==> src/rtl/wspi_pkg.sv <==
package wspi_pkg;
   localparam int OP_W   = 4;
   localparam int ADDR_W = 4;

   typedef enum logic [OP_W-1:0] {
      OPC_READ  = 4'b0001,
      OPC_WRITE = 4'b0010
   } opc_e;

   localparam logic [ADDR_W-1:0] ADR_WIPER = 4'd0;
   localparam logic [ADDR_W-1:0] ADR_MODE  = 4'd1;

   typedef struct packed {
      logic [OP_W-1:0]   opc;
      logic [ADDR_W-1:0] adr;
   } hdr_t;
endpackage

==> src/rtl/wspi_sync.sv <==
module wspi_sync #(
   parameter int STAGES = 2
) (
   input  logic clk,
   input  logic rst_n,
   input  logic d_i,
   output logic q_o
);
   logic [STAGES-1:0] chain_q;

   generate
      if (STAGES < 2) begin : g_bad_depth
         $error("wspi_sync needs at least two stages");
      end
   endgenerate

   always_ff @(posedge clk or negedge rst_n) begin
      if (!rst_n) chain_q <= '0;
      else        chain_q <= {chain_q[STAGES-2:0], d_i};
   end

   assign q_o = chain_q[STAGES-1];
endmodule

==> src/rtl/wspi_frame.sv <==
module wspi_frame
   import wspi_pkg::*;
#(
   parameter int DATA_W = 8
) (
   input  logic              clk,
   input  logic              rst_n,
   input  logic              sck_rise,
   input  logic              sck_fall,
   input  logic              cs_hi,
   input  logic              cs_fall,
   input  logic              mosi_i,
   input  logic [DATA_W-1:0] rd_data_i,
   output logic [ADDR_W-1:0] rd_adr_o,
   output logic              armed_o,
   output logic              wr_stb_o,
   output logic [ADDR_W-1:0] wr_adr_o,
   output logic [DATA_W-1:0] wr_data_o,
   output logic              tx_bit_o,
   output logic              tx_en_o
);
   localparam int HDR_W   = OP_W + ADDR_W;
   localparam int FRAME_W = HDR_W + DATA_W;
   localparam int CNT_W   = $clog2(FRAME_W + 1);
   localparam logic [CNT_W-1:0] CNT_HDR   = CNT_W'(HDR_W - 1);
   localparam logic [CNT_W-1:0] CNT_DATA0 = CNT_W'(HDR_W);
   localparam logic [CNT_W-1:0] CNT_LAST  = CNT_W'(FRAME_W - 1);
   localparam logic [CNT_W-1:0] CNT_FULL  = CNT_W'(FRAME_W);

   generate
      if (DATA_W < 2) begin : g_bad_width
         $error("wspi_frame needs DATA_W of at least 2");
      end
   endgenerate

   logic [FRAME_W-2:0] sh_q;
   logic [CNT_W-1:0]   cnt_q;
   logic               armed_q, rd_act_q, tx_en_q, tx_bit_q, wr_stb_q;
   logic [DATA_W-1:0]  tx_sh_q, wr_data_q;
   logic [ADDR_W-1:0]  wr_adr_q;
   logic [FRAME_W-1:0] word_nx;
   hdr_t               hdr_now, hdr_full;
   logic               take;

   function automatic logic adr_known(input logic [ADDR_W-1:0] a);
      return (a == ADR_WIPER) || (a == ADR_MODE);
   endfunction

   assign word_nx  = {sh_q, mosi_i};
   assign hdr_now  = hdr_t'(word_nx[HDR_W-1:0]);
   assign hdr_full = hdr_t'(word_nx[FRAME_W-1:DATA_W]);
   assign take     = sck_rise & armed_q & ~cs_hi & (cnt_q != CNT_FULL);
   assign rd_adr_o = hdr_now.adr;

   always_ff @(posedge clk or negedge rst_n) begin
      if (!rst_n) begin
         sh_q      <= '0;
         cnt_q     <= '0;
         armed_q   <= 1'b0;
         rd_act_q  <= 1'b0;
         tx_en_q   <= 1'b0;
         tx_bit_q  <= 1'b0;
         tx_sh_q   <= '0;
         wr_stb_q  <= 1'b0;
         wr_adr_q  <= '0;
         wr_data_q <= '0;
      end else begin
         wr_stb_q <= 1'b0;
         if (cs_hi) begin
            cnt_q    <= '0;
            rd_act_q <= 1'b0;
            tx_en_q  <= 1'b0;
         end else begin
            if (cs_fall) armed_q <= 1'b1;
            if (take) begin
               sh_q  <= word_nx[FRAME_W-2:0];
               cnt_q <= cnt_q + 1'b1;
               if (cnt_q == CNT_HDR && hdr_now.opc == OPC_READ && adr_known(hdr_now.adr)) begin
                  rd_act_q <= 1'b1;
                  tx_sh_q  <= rd_data_i;
               end
               if (cnt_q == CNT_LAST && hdr_full.opc == OPC_WRITE && adr_known(hdr_full.adr)) begin
                  wr_stb_q  <= 1'b1;
                  wr_adr_q  <= hdr_full.adr;
                  wr_data_q <= word_nx[DATA_W-1:0];
               end
            end
            if (sck_fall && rd_act_q) begin
               if (cnt_q >= CNT_DATA0 && cnt_q <= CNT_LAST) begin
                  tx_bit_q <= tx_sh_q[DATA_W-1];
                  tx_sh_q  <= {tx_sh_q[DATA_W-2:0], 1'b0};
                  tx_en_q  <= 1'b1;
               end else begin
                  tx_en_q  <= 1'b0;
               end
            end
         end
      end
   end

   assign armed_o   = armed_q;
   assign wr_stb_o  = wr_stb_q;
   assign wr_adr_o  = wr_adr_q;
   assign wr_data_o = wr_data_q;
   assign tx_bit_o  = tx_bit_q;
   assign tx_en_o   = tx_en_q;

   // a commit is only issued once the whole frame has been counted
   a_r2_commit_full: assert property (@(posedge clk) disable iff (!rst_n)
      wr_stb_q |-> (cnt_q == CNT_FULL));
   // no bit is counted before the bus has been armed
   a_r8_idle_until_armed: assert property (@(posedge clk) disable iff (!rst_n)
      !armed_q |-> (cnt_q == '0));
   // data is only presented after the header has been received
   a_r4_drive_after_hdr: assert property (@(posedge clk) disable iff (!rst_n)
      tx_en_q |-> (cnt_q >= CNT_DATA0));
   // the output is only enabled inside a decoded read
   a_r10_drive_only_read: assert property (@(posedge clk) disable iff (!rst_n)
      tx_en_q |-> rd_act_q);
endmodule

==> src/rtl/wspi_regs.sv <==
module wspi_regs
   import wspi_pkg::*;
#(
   parameter int DATA_W    = 8,
   parameter int WIPER_RST = 128,
   parameter int MODE_BIT  = 1
) (
   input  logic              clk,
   input  logic              rst_n,
   input  logic              armed_i,
   input  logic              wr_stb_i,
   input  logic [ADDR_W-1:0] wr_adr_i,
   input  logic [DATA_W-1:0] wr_data_i,
   input  logic [ADDR_W-1:0] rd_adr_i,
   output logic [DATA_W-1:0] rd_data_o,
   output logic [DATA_W-1:0] wiper_o,
   output logic              od_o
);
   localparam logic [DATA_W-1:0] WIPER_INIT = DATA_W'(WIPER_RST);

   generate
      if (WIPER_RST < 0 || WIPER_RST >= (1 << DATA_W)) begin : g_bad_rst
         $error("wspi_regs WIPER_RST does not fit DATA_W");
      end
      if (MODE_BIT < 0 || MODE_BIT >= DATA_W) begin : g_bad_mode
         $error("wspi_regs MODE_BIT outside the register");
      end
   endgenerate

   logic [DATA_W-1:0] wiper_q, mode_q;

   always_ff @(posedge clk or negedge rst_n) begin
      if (!rst_n) begin
         wiper_q <= WIPER_INIT;
         mode_q  <= '0;
      end else if (wr_stb_i) begin
         if (wr_adr_i == ADR_WIPER) wiper_q <= wr_data_i;
         if (wr_adr_i == ADR_MODE)  mode_q  <= wr_data_i;
      end
   end

   always_comb begin
      case (rd_adr_i)
         ADR_WIPER: rd_data_o = wiper_q;
         ADR_MODE:  rd_data_o = mode_q;
         default:   rd_data_o = '0;
      endcase
   end

   assign wiper_o = wiper_q;
   assign od_o    = mode_q[MODE_BIT];

   // registers cannot move while the bus is still locked
   a_r8_locked_stable: assert property (@(posedge clk) disable iff (!rst_n)
      !armed_i |=> ($stable(wiper_q) && $stable(mode_q)));
   // without a commit strobe nothing changes
   a_r3_no_strobe_no_change: assert property (@(posedge clk) disable iff (!rst_n)
      !wr_stb_i |=> ($stable(wiper_q) && $stable(mode_q)));
endmodule

==> src/rtl/wspi_tap_dec.sv <==
module wspi_tap_dec #(
   parameter int CODE_W  = 8,
   parameter bit REG_OUT = 1'b0
) (
   input  logic                    clk,
   input  logic                    rst_n,
   input  logic [CODE_W-1:0]       code_i,
   output logic [(1<<CODE_W)-1:0]  tap_o
);
   localparam int N_TAP = 1 << CODE_W;

   logic [N_TAP-1:0] hot;

   generate
      for (genvar i = 0; i < N_TAP; i++) begin : g_tap
         assign hot[i] = (code_i == CODE_W'(i));
      end

      if (REG_OUT) begin : g_reg
         logic [N_TAP-1:0] tap_q;
         always_ff @(posedge clk or negedge rst_n) begin
            if (!rst_n) tap_q <= '0;
            else        tap_q <= hot;
         end
         assign tap_o = tap_q;
      end else begin : g_comb
         assign tap_o = hot;
      end
   endgenerate

   // exactly one tap, the one addressed by the code
   a_r11_one_tap: assert property (@(posedge clk) disable iff (!rst_n)
      ($countones(hot) == 1) && hot[code_i]);
   // top code lands on the tap next to the high terminal
   a_r11_top_end: assert property (@(posedge clk) disable iff (!rst_n)
      (code_i == {CODE_W{1'b1}}) |-> hot[N_TAP-1]);
endmodule

==> src/rtl/wiper_spi_ctrl.sv <==
module wiper_spi_ctrl
   import wspi_pkg::*;
#(
   parameter int DATA_W      = 8,
   parameter int SYNC_STAGES = 2,
   parameter int WIPER_RST   = 128,
   parameter int MODE_BIT    = 1,
   parameter bit TAP_REG     = 1'b0
) (
   input  logic                    clk,
   input  logic                    rst_n,
   input  logic                    spi_sck,
   input  logic                    spi_cs_n,
   input  logic                    spi_mosi,
   output logic                    spi_miso,
   output logic                    spi_miso_oe,
   output logic                    standby,
   output logic [DATA_W-1:0]       wiper_code,
   output logic [(1<<DATA_W)-1:0]  tap_sel
);
   logic sck_s, cs_s, mosi_s;
   logic sck_prev_q, cs_prev_q;
   logic sck_rise, sck_fall, cs_fall;
   logic armed, wr_stb, tx_bit, tx_en, od_mode;
   logic [ADDR_W-1:0] wr_adr, rd_adr;
   logic [DATA_W-1:0] wr_data, rd_data;

   wspi_sync #(.STAGES(SYNC_STAGES)) u_sync_sck
      (.clk(clk), .rst_n(rst_n), .d_i(spi_sck),  .q_o(sck_s));
   wspi_sync #(.STAGES(SYNC_STAGES)) u_sync_cs
      (.clk(clk), .rst_n(rst_n), .d_i(spi_cs_n), .q_o(cs_s));
   wspi_sync #(.STAGES(SYNC_STAGES)) u_sync_mosi
      (.clk(clk), .rst_n(rst_n), .d_i(spi_mosi), .q_o(mosi_s));

   always_ff @(posedge clk or negedge rst_n) begin
      if (!rst_n) begin
         sck_prev_q <= 1'b0;
         cs_prev_q  <= 1'b0;
      end else begin
         sck_prev_q <= sck_s;
         cs_prev_q  <= cs_s;
      end
   end

   assign sck_rise = sck_s & ~sck_prev_q;
   assign sck_fall = ~sck_s & sck_prev_q;
   assign cs_fall  = ~cs_s & cs_prev_q;

   wspi_frame #(.DATA_W(DATA_W)) u_frame (
      .clk(clk), .rst_n(rst_n),
      .sck_rise(sck_rise), .sck_fall(sck_fall),
      .cs_hi(cs_s), .cs_fall(cs_fall), .mosi_i(mosi_s),
      .rd_data_i(rd_data), .rd_adr_o(rd_adr),
      .armed_o(armed), .wr_stb_o(wr_stb), .wr_adr_o(wr_adr), .wr_data_o(wr_data),
      .tx_bit_o(tx_bit), .tx_en_o(tx_en)
   );

   wspi_regs #(.DATA_W(DATA_W), .WIPER_RST(WIPER_RST), .MODE_BIT(MODE_BIT)) u_regs (
      .clk(clk), .rst_n(rst_n), .armed_i(armed),
      .wr_stb_i(wr_stb), .wr_adr_i(wr_adr), .wr_data_i(wr_data),
      .rd_adr_i(rd_adr), .rd_data_o(rd_data),
      .wiper_o(wiper_code), .od_o(od_mode)
   );

   wspi_tap_dec #(.CODE_W(DATA_W), .REG_OUT(TAP_REG)) u_tap (
      .clk(clk), .rst_n(rst_n), .code_i(wiper_code), .tap_o(tap_sel)
   );

   assign spi_miso    = od_mode ? 1'b0 : tx_bit;
   assign spi_miso_oe = tx_en & (~od_mode | ~tx_bit);
   assign standby     = cs_s;

   // deselect releases the output line
   a_r7_release_on_deselect: assert property (@(posedge clk) disable iff (!rst_n)
      cs_s |=> !spi_miso_oe);
   // in open-drain mode an enabled output only ever pulls low
   a_r6_od_pulls_low: assert property (@(posedge clk) disable iff (!rst_n)
      (od_mode && spi_miso_oe) |-> !spi_miso);
   // push-pull mode drives every data bit
   a_r5_pp_drives: assert property (@(posedge clk) disable iff (!rst_n)
      (!od_mode && tx_en) |-> spi_miso_oe);
endmodule

==> config.mk <==
export PLATFORM = sky130hd
export DESIGN_NAME = wiper_spi_ctrl
export DESIGN_NICKNAME = d
export VERILOG_FILES = /design/src/rtl/wspi_pkg.sv /design/src/rtl/wspi_sync.sv /design/src/rtl/wspi_frame.sv /design/src/rtl/wspi_regs.sv /design/src/rtl/wspi_tap_dec.sv /design/src/rtl/wiper_spi_ctrl.sv
export SDC_FILE = /design/constraint.sdc
export NUM_CORES = 1
export LEC_CHECK = 0
export ABC_CLOCK_PERIOD_IN_PS = 2410
export BUFFER_PORTS_ARGS = -buffer_cell sky130_fd_sc_hd__buf_2
export CORE_MARGIN = 4
export CORE_UTILIZATION = 40
export CTS_BUF_LIST = sky130_fd_sc_hd__clkbuf_4
export CTS_CLUSTER_SIZE = 8
export DETAILED_ROUTE_END_ITERATION = 8
export GPL_ROUTABILITY_DRIVEN = 0
export MAX_ROUTING_LAYER = met4
export PLACE_DENSITY_LB_ADDON = 0.25
export SLEW_MARGIN = 10
export SYNTH_ARGS = -nofsm -noshare
export SYNTH_HDL_FRONTEND = slang
export SYNTH_SLANG_ARGS = --single-unit
==> constraint.sdc <==
create_clock -name clk -period 2.41 [get_ports clk]
set_clock_uncertainty 0.15 [all_clocks]
set_input_delay 0.3615 -clock clk [delete_from_list [all_inputs] [get_ports clk]]
set_output_delay 0.3615 -clock clk [all_outputs]
set_load 0.05 [all_outputs]
== Word level (Yosys, flattened, before mapping) ==
Index checks and enable logic that the tools add are counted.

* Register bits: 69
* Logic and storage cells: 335

* Add/sub/neg operators: 1
* Magnitude comparators: 2
* Equal/unequal tests: 263
* Mux-type cells: 17
* Bitwise logic cells: 13
* Reduce and logical (&&, ||, !) cells: 22

{| class="wikitable"
|+ Operators by type and width
! kind !! count
|-
| $eq A8 B8 Y1 const B || 128
|-
| $eq A8 B7 Y1 const B || 64
|-
| $eq A8 B6 Y1 const B || 32
|-
| $eq A8 B5 Y1 const B || 16
|-
| $eq A8 B4 Y1 const B || 8
|-
| $eq A8 B3 Y1 const B || 4
|-
| $mux W8 || 4
|-
| $eq A4 B1 Y1 const B || 4
|-
| $eq A8 B2 Y1 const B || 2
|-
| $pmux W8 S2 || 1
|-
| $logic_not A4 Y1 || 3
|-
| $mux W1 || 10
|-
| $mux W5 || 2
|-
| $reduce_and A2 Y1 || 5
|-
| $eq A8 B1 Y1 const B || 1
|-
| $logic_not A8 Y1 || 1
|-
| $and A1 B1 Y1 || 7
|-
| $logic_and A1 B1 Y1 || 6
|-
| $reduce_and A3 Y1 || 2
|-
| $reduce_bool A2 Y1 || 3
|-
| $add A5 B1 Y5 const B || 1
|-
| $eq A5 B3 Y1 const B || 1
|-
| $eq A5 B4 Y1 const B || 1
|-
| $ge A5 B4 Y1 const B || 1
|-
| other kinds (6) || 11
|}

== Depth between registers and ports, before layout ==
* Depth after elaboration: 8
* Depth in mapped cells: 8

== Modules after synthesis ==
A second synthesis with hierarchy kept.

* Cells, all modules: 561
* Area, all modules: 4728.3 um^2

{| class="wikitable"
|+ Modules (own cells, without submodules)
! module !! times used !! cells an instance !! area an instance (um^2) !! sequential area each (um^2)
|-
| wspi_frame || 1 || 143 || 1984.4 || 1126.1
|-
| wspi_tap_dec || 1 || 350 || 1754.2 || 0.0
|-
| wspi_regs || 1 || 55 || 754.5 || 401.6
|-
| wspi_sync || 3 || 2 || 50.0 || 50.0
|-
| wiper_spi_ctrl || 1 || 7 || 85.1 || 50.0
|}

== Least setup slack after synthesis ==
Ideal clock, no wire load.

* Path type: flip-flop to output port
* From: register u_regs.wiper_q[7] (netlist: u_regs.wiper_o[7])
* To: output port tap_sel[224]
* Arrival: 2291 ps
* Setup slack: -392 ps
* Cell stages (with the launch flop): 6
* Path buffers: 2
* Path through: dfstp_2 clkbuf_1 nor2b_1 nand3_1 clkbuf_1 nor2_1

* Cells in the longest elaborated chain, start to end: 1

{| class="wikitable"
|+ Ends and longest elaborated chain
! what !! RTL line !! RTL
|-
| from (decl) || wspi_regs.sv:30 || <nowiki>logic [DATA_W-1:0] wiper_q, mode_q;</nowiki>
|-
| from (signal assigned) || wspi_regs.sv:37 || <nowiki>if (wr_adr_i == ADR_WIPER) wiper_q <= wr_data_i;</nowiki>
|-
| $eq A8 B8 Y1 || wspi_tap_dec.sv:16 || <nowiki>assign hot[i] = (code_i == CODE_W'(i));</nowiki>
|-
| to (decl) || wiper_spi_ctrl.sv:19 || <nowiki>output logic [(1<<DATA_W)-1:0] tap_sel</nowiki>
|}

No other way between the ends.

== Final worst setup path ==
* From: register u_regs.wiper_q[4] (netlist: u_regs.wiper_o[4])
* To: output port tap_sel[101]

* Cells in the longest elaborated chain, start to end: 1

{| class="wikitable"
|+ Ends and longest elaborated chain
! what !! RTL line
|-
| $eq A8 B7 Y1 || wspi_tap_dec.sv:16
|}

No other way between the ends.

==> run_results.csv <==
group,metric,value,unit
sta,hold_violations,0,
synthesis,syn_inst,593,
synthesis,yosysUniqueCellTypes,39,
grt,overflow,0,
synthesis,yosysTopAreaCellShare,39.96,%
synthesis,synth_edf_count,0,
setup_path,start_kind,"flip-flop",
synthesis,ys_warn_count,0,
run_status,status,"finished with violations",
sta,maxSlewHeadroom,63.93,%
sta,hold_slack,0.2158,ns
sta,final-max-slew-violation-count,0,
floorplanning,core,10320,sq um
setup_path,critical_path.top_delay_family,"simple AND/OR/NAND/NOR gates",
min_path,hold_path.class,"reg -> reg",
clock_tree,cts_buffers,9,
min_path,worst_hold_startpoint,"u_sync_mosi.chain_q[0]",
floorplanning,start_util,41.24,%
grt,track_usage,30.39,%
setup_path,slowest_delay,0.50,ns
final_layout,areaGrowthSynthToFinish,96.68,%
flow_run,drv_cap,0,
routing,drt-vias-per-instance,5.594,
clock_tree,insertion_delay,0.40,ns
final_layout,drive_gt1_share,63.47,%
synthesis,synth_nets,601,
setup_path,path_cells,"nor2_2, nand3_1, buf_4, nor2_4, buf_2",
clock_tree,max-clock-path-buffers,2,
sta,min_period,2.457,ns
power,peakVddDrop,0.2568,mV
power,p_leak,0.003750,uW
setup_path,cp_data_arrival_time,1.95,ns
routing,drt-initial-drc-count,773,
placed_design,dp_hpwl,14080,um
synthesis,synthFlopType,"dfrtp_1",
setup_path,cp-end-kind,"primary output",
final_layout,diodes,0,
clock_tree,cts-root-buf,"clkbuf_4",
power,powerDensity,240.8,nW/um^2
final_layout,utilization,81.12,%
clock_tree,htree_levels,3,
sta,rsz0062_at_grt,"yes",
sta,final.period_utilization,102.0,%
setup_path,path_buf_inv,2,
min_path,min_path_cells,0,
grt,grt_pass1_vias,5273,
floorplanning,placementRows,37,
floorplanning,die_h,111.2,um
run_status,failed_checks,"negative setup slack",
routing,ant_nets,0,
synthesis,syn_area,4258,sq um
sta,setup_viol,4,
final_layout,final_cell_mix,"buf_4, buf_6, nor2_1",
routing,wire_per_inst,21.00,um
setup_path,cp_slowest_cell,"dfrtp_2",
synthesis,yosysTopAreaCell,"dfrtp_1",
min_path,hold_end,"u_sync_mosi.chain_q[1]",
routing,drc,0,
setup_path,worstPathRequired,1.90,ns
synthesis,ys_seq_area_share,40.58,%
sta,worst_pin_slew,0.5410,ns
clock_tree,clk_pin_slew,0.12,ns
setup_path,reg2reg_slack,0.03,ns
final_layout,final_common_cell,"buf_4",
setup_path,crit_type,"reg -> out",
sta,max_freq,407.0,MHz
synthesis,synthTopCellsByArea,"dfrtp_1, nor2_1, mux2_2",
grt,antenna_found_initial,0,
placed_design,port_buffers,271,
clock_tree,cts_tree,"yes",
routing,drt-total-wl,22110,um
placed_design,pre_cts_slack,0.01134,ns
floorplanning,io_pins,272,
routing,vias,5891,
floorplanning,die_area,12360,sq um
routing,drt-pass1-iter-count,5,
setup_path,r2r-end,"u_frame.tx_sh_q[4]",
final_layout,final_nets,920,
synthesis,syn_area_per_cell,7.180,sq um
floorplanning,die_x,111.2,um
sta,setup_slack,-0.04704,ns
grt,grt_pass1_wl,29240,um
synthesis,ys_ff_latch,69,
setup_path,timing.rr.start,"u_frame.cnt_q[0]",
clock_tree,clkSinkCount,69,
grt,grt_max_degree,31,
synthesis,async_flop_share,100.0,%
setup_path,reg2regPathDepth,8,
setup_path,worstPathMaxFanout,8,
state kept, by name, summed over array words and instances, names as in the netlist, 2 cells and up:
signal	flops
u_frame.wr_data_o	8
u_sync_mosi.chain_q	2
u_sync_cs.chain_q	2
u_regs.wiper_o	8
u_frame.wr_adr_o	4
u_frame.sh_q	15
u_frame.tx_sh_q	8
u_sync_sck.chain_q	2
u_regs.mode_q	8
u_frame.cnt_q	5
power by group:
group	switching [uW]	internal, uW	leakage [uW]
Sequential	45.1	1200	0.000919
Clock	408	220	0.0000560
Combinational	91.9	52.1	0.00277
how the worst max path moves through the flow:
stage                 startpoint            endpoint  slack, ns  depth (start not counted)
6_report       u_regs.wiper_o[4]        tap_sel[101]      -0.05                          5
5_1_grt        u_regs.wiper_o[4]        tap_sel[101]      -0.15                          5
4_1_cts        u_regs.wiper_o[4]         tap_sel[73]      -0.06                          5
3_5_place_dp    u_frame.cnt_q[1]  u_frame.tx_sh_q[4]       0.01                          8
3_3_place_gp    u_frame.cnt_q[1]  u_frame.tx_sh_q[2]       0.12                          8
2_1_floorplan  u_regs.wiper_o[7]        tap_sel[161]      -0.36                          5
metal layers:
layer / track usage, % / vias up / wire length, um
li1: - / 2544 / -
met1: 36.81 / 2846 / 8001
met2: 49.82 / 396 / 11100
met3: 7.587 / 105 / 2043
met4: 10.06 / 0 / 969
met5: - / - / 0
cell families after synthesis:
logic type / after synthesis / synth area share [%]
buf+inv: 59 / 5.260
flops: 69 / 40.58
fa+ha+maj: 3 / 0.8817
compound gates: 33 / 5.172
simple gates: 393 / 38.85
mux: 36 / 9.257
layout make-up:
type	count	area, sq um
Clock buffer	10	75.07
Clock inverter	6	40.04
Fill cell	620	1949
Inverter	6	22.52
Multi-Input combinational cell	465	3098
Sequential cell	69	1737
Tap cell	136	170.2
Timing Repair Buffer	361	3232
synthesized netlist by cell type (2+ instances only):
cell	count
nand2_1	68
nor2b_1	9
o211ai_1	12
mux2i_1	9
nand4bb_1	2
nand4_1	2
nor2_1	263
ha_1	3
o21ai_0	4
or4_1	7
or3_1	3
and2_1	9
clkbuf_1	51
buf_2	2
inv_1	5
nor3_1	4
a21oi_1	5
dfrtp_1	68
nor4b_1	2
nand3_1	15
a31oi_1	6
mux2_2	27
timing repair:
action	in CTS	in global routing
hold buffers	4	0
pin swaps	0	6
buffers inserted	10	20
endpoints found under the hold margin	22	0
setup endpoints to repair	228	258
gates resized for setup	96	461
worst reg2reg max path: cells and delay by family (launching register included):
family | cells | cell delay, ns
buf+inv | 1 | 0.16
compound gates | 1 | 0.21
simple gates | 4 | 0.97
flops | 1 | 0.40
fa+ha+maj | 2 | 0.40
per-stage QoR:
| step | total power (uW) | std cells | setup TNS (ns) | area [sq um] |
|---|---|---|---|---|
| after floorplan | 1331 | 593 | -41.42 | 4806 |
| after global placement | 1393 | 1003 | 0 | 6613 |
| after detailed placement | 1403 | 1003 | 0 | 6613 |
| after CTS | 2025 | 1033 | -1.990 | 7091 |
| after global routing | 2110 | 1053 | -6.358 | 8374 |
| final | 2017 | 1053 | -0.1167 | 8374 |
No activity file was read; power rests on OpenSTA's default activity.
